**config.mk**
```make
export PLATFORM = sky130hd
export DESIGN_NAME = bitslice_alu
export DESIGN_NICKNAME = d
export VERILOG_FILES = /design/src/rtl/alu_pkg.sv /design/src/rtl/alu_operand_steer.sv /design/src/rtl/alu_bit_slice.sv /design/src/rtl/bitslice_alu.sv
export SDC_FILE = /design/constraint.sdc
export NUM_CORES = 1
export LEC_CHECK = 0
export ABC_AREA = 0
export BUFFER_PORTS_ARGS = -buffer_cell sky130_fd_sc_hd__buf_4
export CAP_MARGIN = 20
export CORE_AREA = 10 10 47 49
export DETAILED_ROUTE_END_ITERATION = 12
export DIE_AREA = 0 0 57 59
export PLACE_DENSITY = 0.38
export SYNTH_ARGS = -nofsm -noshare
export SYNTH_HDL_FRONTEND = slang
export SYNTH_SLANG_ARGS = --single-unit
```
**constraint.sdc**
```tcl
create_clock -name vclk -period 3.9
set_input_delay 0.78 -clock vclk [all_inputs]
set_output_delay 0.78 -clock vclk [all_outputs]
set_load 0.01 [all_outputs]
```
**src/rtl/alu_pkg.sv**
```systemverilog
package alu_pkg;

  // Function select codes; bit 0 inverts A, bit 1 admits B
  localparam logic [1:0] SEL_PASS_A = 2'b00;
  localparam logic [1:0] SEL_INV_A  = 2'b01;
  localparam logic [1:0] SEL_MIX    = 2'b10;
  localparam logic [1:0] SEL_MIX_N  = 2'b11;

  localparam int SEL_INV_BIT   = 0;
  localparam int SEL_ADMIT_BIT = 1;

  typedef struct packed {
    logic a_eff;
    logic b_eff;
  } slice_opnd_t;

endpackage

```
**src/rtl/alu_operand_steer.sv**
```systemverilog
module alu_operand_steer
  import alu_pkg::*;
#(
  parameter int DATA_W = 4
) (
  input  logic [1:0]        sel,
  input  logic [DATA_W-1:0] op_a,
  input  logic [DATA_W-1:0] op_b,
  output slice_opnd_t       opnd [DATA_W]
);

  logic inv_a;
  logic admit_b;

  assign inv_a   = sel[SEL_INV_BIT];
  assign admit_b = sel[SEL_ADMIT_BIT];

  for (genvar i = 0; i < DATA_W; i++) begin : g_bit
    always_comb begin
      opnd[i].a_eff = op_a[i] ^ inv_a;
      opnd[i].b_eff = op_b[i] & admit_b;
    end
  end

endmodule

```
**src/rtl/alu_bit_slice.sv**
```systemverilog
module alu_bit_slice
  import alu_pkg::*;
(
  input  logic        arith,
  input  slice_opnd_t opnd,
  input  logic        c_in,
  output logic        f,
  output logic        c_out
);

  logic c_use;
  logic a_x_c;

  always_comb begin
    c_use = arith & c_in;
    a_x_c = opnd.a_eff ^ c_use;
    f     = a_x_c ^ opnd.b_eff;
    c_out = arith & ((opnd.a_eff & c_use) | (opnd.b_eff & a_x_c));
  end

endmodule

```
**src/rtl/bitslice_alu.sv**
```systemverilog
module bitslice_alu
  import alu_pkg::*;
#(
  parameter int DATA_W = 4
) (
  input  logic              mode_arith,
  input  logic [1:0]        sel,
  input  logic              carry_in,
  input  logic [DATA_W-1:0] op_a,
  input  logic [DATA_W-1:0] op_b,
  output logic [DATA_W-1:0] result,
  output logic              carry_out
);

  localparam int CHAIN_LEN = DATA_W + 1;

  slice_opnd_t          opnd [DATA_W];
  logic [CHAIN_LEN-1:0] chain;

  alu_operand_steer #(.DATA_W(DATA_W)) u_steer (
    .sel  (sel),
    .op_a (op_a),
    .op_b (op_b),
    .opnd (opnd)
  );

  assign chain[0] = carry_in;

  for (genvar i = 0; i < DATA_W; i++) begin : g_slice
    alu_bit_slice u_slice (
      .arith (mode_arith),
      .opnd  (opnd[i]),
      .c_in  (chain[i]),
      .f     (result[i]),
      .c_out (chain[i+1])
    );
  end

  assign carry_out = chain[DATA_W];

endmodule

```
==> results_dict.tcl <==
set metrics [dict create \
    status "completed" \
    diodes 0 \
    p_leak_nw 0.162 \
    cp.required_ns 3.12 \
    finalSetupViolCount 0 \
    p_per_area_mw_per_mm2 146 \
    fillers 162 \
    drive_above_1_share_pct 50.0 \
    irDropWorstVdd_v 0.0000428 \
    hold_viol_final 0 \
    hold_path_class "in -> out" \
    netlist-cell-type-count 9 \
    relSlewSlack_pct 84.6 \
    place_area_um2 319 \
    firstDrtPassIters 2 \
    synth_top_area_share_pct 39.8 \
    fin_setup_tns_ns 0 \
    die_x_um 57 \
    cp_slowest_cell "fa_1" \
    synth_nets 39 \
    cts_setup_buffers 0 \
    grt_use_total_pct 3.28 \
    swShare_pct 42.9 \
    critPathKind "in -> out" \
    p_int_mw 0.0272 \
    min_period_over_period_pct 96.3 \
    coreArea_mm2 0.00140 \
    worstPathArrival_ns 2.98 \
    antenna_found_initial 0 \
    grt_util_met2_pct 5.12 \
    via_per_inst 3.48 \
    endpoint_kind "output port" \
    ant_nets 0 \
    num_vias 181 \
    seq_area_um2 0 \
    synth_area_um2 201 \
    grt_max_degree 6 \
    grt_overflow 0 \
    slew_viol_final 0 \
    yosysWarnings 0 \
    power_frac_comb_pct 100.0 \
    synth_top_cells_by_area "fa_1, buf_4, and2_1, xnor2_1, xor2_1" \
    slowest_delay_ns 0.40 \
    rows 14 \
    tightest_slew_ns 0.229 \
    die_y_um 59 \
    finalCriticalPeriod_ns 3.76 \
    grt_use_met1_pct 4.03 \
    final_cells 52 \
    drt_drc_violations_left 0 \
    die-area_mm2 0.00336 \
    yosys.area.top_type "fa_1" \
    drt_wl_total_um 546 \
    fmax_mhz 266 \
    path_max_fanout 4 \
    switchingPower_mw 0.0205 \
    routedWlPerCell_um 10.5 \
    pwr-share-seq_pct 0 \
    syn_avg_cell_area_um2 8.76 \
    power.total_mw 0.0477 \
    crit_buf_inv 3 \
    io_buffers 17 \
    multi_input_area_um2 171 \
    global_route.usage.met3_pct 1.93 \
    n_clock_buffer 0 \
    grt_pass1_wl_um 945 \
    nets 54 \
    path_delay_family "adder cells" \
    whs_ns 1.93 \
    start_util_pct 14.4 \
    hold_buffers 0 \
    crit_chain "buf_4 > xor2_1 > fa_1 > and2_1 > fa_1 > nand2_1 > fa_1 > nand2b_4 > fa_1 > inv_1 > buf_4" \
    synth_cells 23 \
    gp_congestion 0.651 \
    grt_busiest_layer "met2" \
    dpl.cell_count 52 \
    synth-seq-area-share_pct 0 \
    grt_pass1_vias 210 \
    worstSetupStartpointType "primary input" \
    io_pins 17 \
    critPathMostFrequentCell "fa_1" \
    cap_violations 0 \
    drtIter0Drc 2 \
    seq_cell_count 0 \
    clockPowerShare_pct 0 \
    syn_to_final_growth_pct 62.1 \
    grt_setup_unrepaired "false" \
    fin_area_um2 327 \
]
[path summary, 6_finish.rpt]
check	depth (start not counted)	from	to	slack, ns
setup / recovery	11	sel[0]	result[3]	0.14
hold / removal	3	mode_arith	carry_out	1.93
[layout by cell type, fill, tap and decap left out]
cell	synthesis	layout
nand2b_4	0	1
nor2b_1	1	1
nand2_1	3	3
xnor2_1	2	2
and2_1	4	4
inv_1	2	2
buf_4	4	17
xor2_1	2	2
fa_1	4	4
[worst min-delay path: cells and delay by family]
family	cells	cell delay (ns)
buffers and inverters	2	0.24
and+or+nand+nor	1	0.13
[cell usage after synthesis (all sizes together)]
master,count
inv,2
xor2,2
xnor2,2
nor2b,1
nand2,3
fa,4
nand2b,1
and2,4
buf,4
[per-stage QoR]
step | worst slack [ns] | util, %
2_1_floorplan | 0.335 | -
3_3_place_gp | 0.129 | 22.8
3_5_place_dp | 0.120 | 22.8
4_1_cts | 0.118 | 22.8
5_1_grt | 0.0102 | 23.3
6_report | 0.144 | 23.3
[layout make-up]
cell class | count | area share, %
inverter | 2 | 2.30
timing repair buffer | 17 | 39.1
tap | 16 | 6.13
multi-input combinational | 17 | 52.5
[layer usage]
layer | wire, um | up-vias
li1 | - | 90
met1 | 247 | 78
met2 | 214 | 13
met3 | 85 | 0
met4 | 0 | 0
met5 | 0 | -
[logic make-up (layout without fill, tap and decap cells)]
family,Yosys count,in the layout,synth area share [%]
buffers and inverters,6,19,18.6
xor gates and xnor gates,4,4,17.4
adders and majority gates,4,4,39.8
and+or+nand+nor,9,9,24.2
[power by group through the flow]
stage / clock network, mW / logic, mW / registers, mW
4_1_cts: 0 / 0.0486 / 0
6_report: 0 / 0.0477 / 0
3_5_place_dp: 0 / 0.0485 / 0
3_3_place_gp: 0 / 0.0486 / 0
5_1_grt: 0 / 0.0545 / 0
2_1_floorplan: 0 / 0.0321 / 0
[what timing repair did]
item,CTS,global route
setup endpoints to repair,0,1
resized for setup,0,1
hold endpoints to repair,0,0
Power figures use the tool's default switching activity.
